===== config.mk =====
export PLATFORM = sky130hd
export DESIGN_NAME = adcbus_master
export DESIGN_NICKNAME = d
export VERILOG_FILES = /design/src/rtl/adcbus_pkg.sv /design/src/rtl/adcbus_cnt.sv /design/src/rtl/adcbus_result.sv /design/src/rtl/adcbus_master.sv
export SDC_FILE = /design/constraint.sdc
export NUM_CORES = 1
export LEC_CHECK = 0
export ABC_AREA = 1
export BUFFER_PORTS_ARGS = -buffer_cell sky130_fd_sc_hd__buf_2
export CAP_MARGIN = 20
export CORE_UTILIZATION = 51
export CTS_CLUSTER_SIZE = 40
export DETAILED_ROUTE_END_ITERATION = 8
export PLACE_DENSITY = 0.75
export SKIP_CTS_REPAIR_TIMING = 1
export SYNTH_ARGS = -nofsm -noshare
export SYNTH_HDL_FRONTEND = slang
export SYNTH_SLANG_ARGS = --single-unit

===== constraint.sdc =====
create_clock -name clk -period 2.2 [get_ports clk]
set_input_delay 0.44 -clock clk [delete_from_list [all_inputs] [get_ports clk]]
set_output_delay 0.44 -clock clk [all_outputs]
set_load 0.01 [all_outputs]

===== src/rtl/adcbus_pkg.sv =====
package adcbus_pkg;

  typedef enum logic [2:0] {
    ST_IDLE,
    ST_WRITE,
    ST_WGAP,
    ST_HOLD,
    ST_WAIT,
    ST_READ,
    ST_RGAP,
    ST_DONE
  } adcbus_state_e;

  typedef struct packed {
    logic [1:0] pwr;
    logic       ext;
    logic       rng;
    logic       bip;
    logic [2:0] chan;
  } adcbus_cfg_t;

  // Control byte: [7:6] power, [5] acquisition, [4] range, [3] polarity, [2:0] channel
  function automatic logic [7:0] ctrl_byte(adcbus_cfg_t c, logic acq);
    return {c.pwr, acq, c.rng, c.bip, c.chan};
  endfunction

endpackage


===== src/rtl/adcbus_cnt.sv =====
module adcbus_cnt #(
  parameter int CW = 6
) (
  input  logic          clk,
  input  logic          rst_n,
  input  logic          load,
  input  logic [CW-1:0] load_val,
  output logic          done
);

  logic [CW-1:0] cnt_q;

  always_ff @(posedge clk or negedge rst_n) begin
    if (!rst_n) begin
      cnt_q <= '0;
    end else if (load) begin
      cnt_q <= load_val;
    end else if (cnt_q != '0) begin
      cnt_q <= cnt_q - 1'b1;
    end
  end

  assign done = (cnt_q == '0);

endmodule


===== src/rtl/adcbus_result.sv =====
module adcbus_result #(
  parameter int BUS_W = 8,
  parameter int RES_W = 12,
  parameter int OUT_W = 16
) (
  input  logic             clk,
  input  logic             rst_n,
  input  logic             cap_lo,
  input  logic             cap_hi,
  input  logic             bip,
  input  logic [BUS_W-1:0] din,
  output logic [OUT_W-1:0] result
);

  localparam int HI_W  = RES_W - BUS_W;
  localparam int EXT_W = OUT_W - RES_W;

  logic [BUS_W-1:0] lo_q;
  logic [OUT_W-1:0] res_q;
  logic [EXT_W-1:0] fill;

  // Extension comes from the captured code and the request polarity,
  // never from the upper bus bits of the high byte.
  assign fill = bip ? {EXT_W{din[HI_W-1]}} : {EXT_W{1'b0}};

  always_ff @(posedge clk or negedge rst_n) begin
    if (!rst_n) begin
      lo_q <= '0;
    end else if (cap_lo) begin
      lo_q <= din;
    end
  end

  always_ff @(posedge clk or negedge rst_n) begin
    if (!rst_n) begin
      res_q <= '0;
    end else if (cap_hi) begin
      res_q <= {fill, din[HI_W-1:0], lo_q};
    end
  end

  assign result = res_q;

endmodule


===== src/rtl/adcbus_master.sv =====
module adcbus_master
  import adcbus_pkg::*;
#(
  parameter int CLK_NS       = 10,
  parameter int WR_LOW_CYC   = 8,
  parameter int RD_LOW_CYC   = 12,
  parameter int GAP_CYC      = 7,
  parameter int ACQ_HOLD_CYC = 40
) (
  input  logic        clk,
  input  logic        rst_n,
  input  logic        req,
  input  logic [2:0]  req_chan,
  input  logic        req_range,
  input  logic        req_bipolar,
  input  logic [1:0]  req_pwr,
  input  logic        req_ext_acq,
  output logic        busy,
  output logic        res_valid,
  output logic [15:0] res_data,
  output logic        bus_cs_n,
  output logic        bus_wr_n,
  output logic        bus_rd_n,
  output logic        bus_hben,
  output logic        bus_oe,
  output logic [7:0]  bus_dout,
  input  logic [7:0]  bus_din,
  input  logic        irq_n
);

  localparam int MAX_AB = (WR_LOW_CYC > RD_LOW_CYC) ? WR_LOW_CYC : RD_LOW_CYC;
  localparam int MAX_CD = (GAP_CYC > ACQ_HOLD_CYC) ? GAP_CYC : ACQ_HOLD_CYC;
  localparam int MAXC   = (MAX_AB > MAX_CD) ? MAX_AB : MAX_CD;
  localparam int CW     = $clog2(MAXC + 1);

  localparam logic [CW-1:0] WR_LEN   = CW'(WR_LOW_CYC - 1);
  localparam logic [CW-1:0] RD_LEN   = CW'(RD_LOW_CYC - 1);
  localparam logic [CW-1:0] GAP_LEN  = CW'(GAP_CYC - 1);
  localparam logic [CW-1:0] HOLD_LEN = CW'(ACQ_HOLD_CYC - 1);

  // Converter minimums: 80 ns write, 120 ns read access, 70 ns bus release
  if ((WR_LOW_CYC * CLK_NS < 80) || (RD_LOW_CYC * CLK_NS < 120) ||
      (GAP_CYC * CLK_NS < 70) || (ACQ_HOLD_CYC < 1)) begin : g_bad_timing
    $error("adcbus_master: strobe cycle counts too short for CLK_NS");
  end

  // Reset: asserted asynchronously, released on the clock
  logic [1:0] rst_sync_q;
  logic       rst_i;

  always_ff @(posedge clk or negedge rst_n) begin
    if (!rst_n) rst_sync_q <= '0;
    else        rst_sync_q <= {rst_sync_q[0], 1'b1};
  end
  assign rst_i = rst_sync_q[1];

  adcbus_state_e state_q, state_d;
  adcbus_cfg_t   cfg_q, cfg_d;
  logic          second_q, second_d;
  logic          hi_q, hi_d;
  logic          tmr_load, tmr_done;
  logic [CW-1:0] tmr_val;
  logic          cap_lo, cap_hi;

  adcbus_cnt #(.CW(CW)) u_cnt (
    .clk      (clk),
    .rst_n    (rst_i),
    .load     (tmr_load),
    .load_val (tmr_val),
    .done     (tmr_done)
  );

  adcbus_result #(.BUS_W(8), .RES_W(12), .OUT_W(16)) u_res (
    .clk    (clk),
    .rst_n  (rst_i),
    .cap_lo (cap_lo),
    .cap_hi (cap_hi),
    .bip    (cfg_q.bip),
    .din    (bus_din),
    .result (res_data)
  );

  always_comb begin
    state_d  = state_q;
    cfg_d    = cfg_q;
    second_d = second_q;
    hi_d     = hi_q;
    tmr_load = 1'b0;
    tmr_val  = '0;
    cap_lo   = 1'b0;
    cap_hi   = 1'b0;
    unique case (state_q)
      ST_IDLE: if (req) begin
        cfg_d    = '{pwr: req_pwr, ext: req_ext_acq, rng: req_range,
                     bip: req_bipolar, chan: req_chan};
        second_d = 1'b0;
        hi_d     = 1'b0;
        tmr_load = 1'b1;
        tmr_val  = WR_LEN;
        state_d  = ST_WRITE;
      end
      ST_WRITE: if (tmr_done) begin
        tmr_load = 1'b1;
        tmr_val  = GAP_LEN;
        state_d  = ST_WGAP;
      end
      ST_WGAP: if (tmr_done) begin
        if (cfg_q.ext && !second_q) begin
          tmr_load = 1'b1;
          tmr_val  = HOLD_LEN;
          state_d  = ST_HOLD;
        end else begin
          state_d  = ST_WAIT;
        end
      end
      ST_HOLD: if (tmr_done) begin
        second_d = 1'b1;
        tmr_load = 1'b1;
        tmr_val  = WR_LEN;
        state_d  = ST_WRITE;
      end
      ST_WAIT: if (!irq_n) begin
        hi_d     = 1'b0;
        tmr_load = 1'b1;
        tmr_val  = RD_LEN;
        state_d  = ST_READ;
      end
      ST_READ: if (tmr_done) begin
        cap_lo   = !hi_q;
        cap_hi   = hi_q;
        tmr_load = 1'b1;
        tmr_val  = GAP_LEN;
        state_d  = ST_RGAP;
      end
      ST_RGAP: if (tmr_done) begin
        if (!hi_q) begin
          hi_d     = 1'b1;
          tmr_load = 1'b1;
          tmr_val  = RD_LEN;
          state_d  = ST_READ;
        end else begin
          state_d  = ST_DONE;
        end
      end
      ST_DONE: state_d = ST_IDLE;
      default: state_d = ST_IDLE;
    endcase
  end

  always_ff @(posedge clk or negedge rst_i) begin
    if (!rst_i) begin
      state_q  <= ST_IDLE;
      cfg_q    <= '0;
      second_q <= 1'b0;
      hi_q     <= 1'b0;
    end else begin
      state_q  <= state_d;
      second_q <= second_d;
      hi_q     <= hi_d;
      if (state_q == ST_IDLE) cfg_q <= cfg_d;
    end
  end

  // Bus pins are registered from the next state so they never glitch
  always_ff @(posedge clk or negedge rst_i) begin
    if (!rst_i) begin
      bus_cs_n <= 1'b1;
      bus_wr_n <= 1'b1;
      bus_rd_n <= 1'b1;
      bus_hben <= 1'b0;
      bus_oe   <= 1'b0;
      bus_dout <= '0;
    end else begin
      bus_cs_n <= !((state_d == ST_WRITE) || (state_d == ST_READ));
      bus_wr_n <= (state_d != ST_WRITE);
      bus_rd_n <= (state_d != ST_READ);
      bus_hben <= hi_d;
      bus_oe   <= (state_d == ST_WRITE);
      if (state_d == ST_WRITE) bus_dout <= ctrl_byte(cfg_d, cfg_d.ext & ~second_d);
    end
  end

  assign busy      = (state_q != ST_IDLE);
  assign res_valid = (state_q == ST_DONE);

endmodule


; Word-level counts from Yosys, hierarchy flattened
; Index checks and enable logic that the tools add are counted.
[totals]
ff_bits = 57
output_inout_bits = 31
elab_cells = 91
[classes]
n_addsub = 1
eq_ne = 14
mux = 43
bitwise_logic = 2
n_reduce_logical = 14
[ops]
columns = op, n
row1 = 6-bit case mux with 6 select lines, 1
row2 = 3-bit two-way mux, 11
row3 = 6-bit two-way mux, 4
row4 = 3-bit case mux with 8 select lines, 1
row5 = 1-bit two-way mux, 16
row6 = 4-bit two-way mux, 4
row7 = 8-bit two-way mux, 2
row8 = 3-bit == test (second input constant), 5
row9 = 3-bit by 1-bit == test with 1-bit output (second input constant), 2
row10 = 3-bit by 2-bit == test with 1-bit output (second input constant), 2
row11 = 6-bit zero test, 1
row12 = 2-bit inequality test (second input constant), 3
row13 = 3-bit nonzero test, 2
row14 = 6-bit nonzero test, 1
row15 = 6-bit by 1-bit subtractor with 6-bit output (second input constant), 1
row16 = 1-bit case mux with 5 select lines, 1
row17 = 4-bit AND reduction, 1
row18 = 1-bit zero test, 3
row19 = 3-bit zero test, 1
row20 = 3-bit by 1-bit inequality test with 1-bit output (second input constant), 1
row21 = 3-bit inequality test (second input constant), 1
row22 = 1-bit case mux with 3 select lines, 1
row23 = 3-bit OR reduction, 1
row24 = 2-bit two-way mux, 1
row25 = other kinds (7), 7

; Longest topological paths before layout
[logic_depth]
depth_word = 8
ltp_mapped = 12

; Modules after synthesis
; From an unflattened synthesis, not the netlist that was laid out.
[hier_totals]
hier_cells = 301
area_unflattened_um2 = 2502.4
[modules_own_cells]
columns = module, n_inst, cells_each, area_per_inst_um2, seq_area_each_um2
row1 = adcbus_master, 1, 155, 1296.2, 679.4
row2 = adcbus_result, 1, 92, 823.3, 525.5
row3 = adcbus_cnt, 1, 54, 382.9, 150.1

; Worst setup path after synthesis
; Ideal clock, no wire load.
[synth_path]
path_kind = flip-flop to flip-flop
start = reg u_cnt.cnt_q[0]
end = reg bus_dout[0]
setup_time_ns = 0.119
arrival_ns = 1.467
required_ns = 2.081
slack_ns = 0.613
path_stages_with_launch = 11
n_path_buf = 1
path_cell_list = dfrtp_1 inv_1 ha_1 nand3_2 buf_6 nand2_2 nand3_2 nor2_4 nand4_4 nand2_1 nand2_1
[synth_between]
elab_chain_len = 4
word_cells_on_any_way = 8
[synth_rtl]
columns = item, line_no
row1 = "start, declared", adcbus_cnt.sv:11  ; logic [CW-1:0] cnt_q;
row2 = "start signal, assigned", adcbus_cnt.sv:17  ; cnt_q <= load_val;
row3 = "start signal, assigned", adcbus_cnt.sv:19  ; cnt_q <= cnt_q - 1'b1;
row4 = 6-bit zero test (*), adcbus_cnt.sv:23  ; assign done = (cnt_q == '0);
row5 = 3-bit two-way mux (on tied branches), --
row6 = 3-bit case mux with 8 select lines (*), adcbus_master.sv:92  ; unique case (state_q)
row7 = 3-bit by 1-bit == test with 1-bit output (*), adcbus_master.sv:179  ; if (state_d == ST_WRITE) bus_dout <= ctrl_byte(cfg_d, cfg_d.ext & ~second_d);
row8 = "end signal, assigned", adcbus_master.sv:179
row9 = "end, declared", adcbus_master.sv:26  ; output logic [7:0] bus_dout,
; Every way passes the cells marked *; elsewhere a longest branch is shown, timed or not.
; A chain may end at the register's enable or synchronous reset.

; Final worst setup path
[layout_path]
start = reg u_cnt.cnt_q[0]
end = reg u_cnt.cnt_q[3]
[layout_between]
elab_chain_len = 4
word_cells_on_any_way = 13
[layout_rtl]
columns = item
row1 = branches (longest 4 deep; another with 6-bit by 1-bit subtractor with 6-bit output)
; Several ways; the timed one is not identified. The select of a mux whose other input is x is not followed.

==> reports/metrics.cfg <==
[yosys]
synthesis.area_sq_um=2435
ys_ff_latch=54
synth.top_cell.area_share_pct=52.42
synthDistinctLibCells=33
ys.flop_type=sky130_fd_sc_hd__dfrtp_1
yosys.area.top_type=sky130_fd_sc_hd__dfrtp_1
top_post_synthesis_cells_by_count=90 x sky130_fd_sc_hd__nand2_1, 51 x sky130_fd_sc_hd__dfrtp_1, 27 x sky130_fd_sc_hd__inv_1
synthesis.area_per_instance_sq_um=8.854
synth-edff-count=0
yosys_synthesis_warning_count=0
synth_top_cells_by_area=sky130_fd_sc_hd__dfrtp_1 52%, sky130_fd_sc_hd__nand2_1 14%, sky130_fd_sc_hd__inv_1 4.2%, sky130_fd_sc_hd__dfstp_2 3.2%, sky130_fd_sc_hd__nor2_1 3.1%
yosys.cell_count.top_type=sky130_fd_sc_hd__nand2_1
synthesis.nets=297
async_reset_ff_share_pct=100.0
syn-instance-count=275
synth-seq-area-share_pct=55.65

[setup_path]
setup.worst_path.class=flop to flop
nature_of_the_critical_path_startpoint=flop
path_max_fanout=15
critPathRequiredTime_ns=2.41
worst_path_max_delay_cell=sky130_fd_sc_hd__dfrtp_1
worst_ep_arrival_time_ns=2.17
worstSetupEndpointType=flop
worstPathCellList=inv_1 > ha_1 > nand3_2 > inv_1 > nand4_1 > nand3_2 > nor2_4 > nand2_1 > nand2_1 > nand2_1 > inv_1
critical_path.max_stage_delay_ns=0.37

[detailed_routing]
drt-vias-per-instance=5.129
drt.antenna.violating_nets=0
totalWireLength_um=4814
detailedRoute.firstPassIterationCount=7
drt_drc_violations_left=5
drt_first_iter_violations=118
vias=1954
avgRoutedWirePerCell_um=12.64

[floorplanning]
fp.dieArea_sq_um=5055
initial_core_util_pct=54.42
chipHeight_um=71.10
placementRows=24
boundaryPins=51
coreArea_sq_um=4474
horizontal_die_dimension_um=71.10

[placement]
routabilityCongestion=0.8993
io_buffer_count=50
detailedPlace.worstSlack_ns=0.2731
detailed_place_hpwl_um=3519

[sta]
timing.slew.headroom_pct=66.17
fmaxAchievable_ghz=0.5087
fin_crit_sh_pct=89.36
drv_slew=0
final-setup-viol-count=0
grt_setup_unrepaired=false
timing_worst_slew_pin_value_ns=0.5075
setup_total_negative_slack_ns=0
post-route-min-period_ns=1.966
timing.final.ws_setup_ns=0.2342
fin_worst_skew_ns=0.006284
timing_hold_violations_final=0

[status]
failed_checks=DRC
run_status=finished with violations

[flow_run]
drv.max_cap_violation_count=0

[global_route]
wire_length_of_the_first_global_routing_pass_um=8259
grt_pass1_vias=1821
grt_max_degree=32
grt-ovfl-total=0
grt_antenna_before_repair=0
globalRouteTotalUtil_pct=21.15

[clock_tree]
clk_path_buf_depth=2
clock_latency_ns=0.30
root_buffer=sky130_fd_sc_hd__clkbuf_8
cts.reportedPaths.clkPinSlew_ns=0.09
cts_max_level=2
cts_tree=yes
cts_buffers=5
clock_sinks=54

[layout]
area_growth_pct=17.47
insertedDiodeCount=0
filler_cell_count=359
final_layout_size_suffix_gt1_share_pct=25.53
finish.net_count=350

[pwr]
power.ir.vdd_worst_mv=0.8287
leak_nw=1.575
power_density_nw_per_um2=1370

[worst_hold_path]
hold_path_class=flop to async pin

through the flow:
stage	std cells	total power, mW	utilization (%)	hold WS, ns	area (sq um)
final	381	3.918	63.93	0.2436	2860
after global routing	381	4.254	63.93	0.2867	2860
after CTS	380	3.937	63.70	-0.1079	2850
after detailed placement	372	3.229	60.99	0.2280	2729
after global placement	372	3.199	60.99	0.2257	2729
after floorplan	275	2.835	-	0.1444	2435
worst max-delay path, delay by kind of cell, from the launching register on:
family	cells	cell delay (ns)
adder cells (fa/ha/maj)	1	0.21
AND/OR/NAND/NOR	7	0.86
flip-flops	1	0.37
buffers and inverters	3	0.43
layer usage:
layer / up-vias / part of all wire, % / global-route usage [%]
met5: - / 0 / 0
met4: 0 / 1.6 / 8.444
met3: 9 / 4.4 / 4.701
met2: 62 / 47 / 33.44
met1: 907 / 47 / 28.60
li1: 976 / - / -
cells by family (layout without fill, tap and decap cells):
family / Yosys count / count (layout) / synth area share (%)
fa+ha+maj: 2 / 2 / 1.028
xor+xnor: 4 / 4 / 1.439
simple gates: 146 / 146 / 27.65
compound gates: 29 / 29 / 6.372
buf+inv: 38 / 92 / 7.246
mux: 1 / 1 / 0.4625
flops: 54 / 54 / 55.65
other cells: 1 / 1 / 0.1540
power by group:
group          leakage, nW  switching [mW]  internal [mW]
clock               0.0618           0.323          0.375
sequential           0.649           0.198           1.36
combinational        0.865            1.07          0.594
sequential cells by signal, summed over array words and instances (netlist names):
signal	count
bus_dout	8
rst_sync_q	2
u_res.result	13
bus_oe	1
u_cnt.cnt_q	6
bus_rd_n	1
bus_wr_n	1
bus_cs_n	1
cfg_q	8
bus_hben	1
u_res.lo_q	8
state_q	3
second_q	1
cell usage in the layout (no fill, tap or decap), types with 4 or more instances in the layout:
| cell type | instances |
|---|---|
| sky130_fd_sc_hd__nor2_2 | 4 |
| sky130_fd_sc_hd__clkbuf_8 | 6 |
| sky130_fd_sc_hd__o21ai_1 | 5 |
| sky130_fd_sc_hd__nor2_1 | 20 |
| sky130_fd_sc_hd__buf_2 | 50 |
| sky130_fd_sc_hd__nand3_1 | 7 |
| sky130_fd_sc_hd__o21ai_0 | 13 |
| sky130_fd_sc_hd__nand4_1 | 11 |
| sky130_fd_sc_hd__a21oi_1 | 6 |
| sky130_fd_sc_hd__inv_1 | 27 |
| sky130_fd_sc_hd__nand2_1 | 90 |
| sky130_fd_sc_hd__dfrtp_1 | 50 |
cell type report:
class,instances,area (sq um),area share (%)
well taps,52,65.06,2.275
clock buffers,6,82.58,2.887
repair buffers,55,302.8,10.59
multi-input cells,183,903.4,31.58
inverters,29,111.4,3.893
flip-flops and latches,54,1356,47.42
clock inverters,2,38.79,1.356
worst paths after layout:
check | startpoint | end | slack [ns] | cells after the start
setup / recovery | u_cnt.cnt_q[0] | u_cnt.cnt_q[3] | 0.23 | 11
hold / removal | rst_sync_q[1] | bus_dout[4] | 0.24 | 0
setup reg to reg | u_cnt.cnt_q[0] | u_cnt.cnt_q[3] | 0.23 | 11
hold reg to reg | rst_sync_q[1] | bus_dout[4] | 0.24 | 0
max in group asynchronous | rst_sync_q[1] | cfg_q[5] | 1.42 | 1
min in group clk | req_chan[2] | cfg_q[2] | 0.36 | 3
No activity file was read; power rests on OpenSTA's default activity.
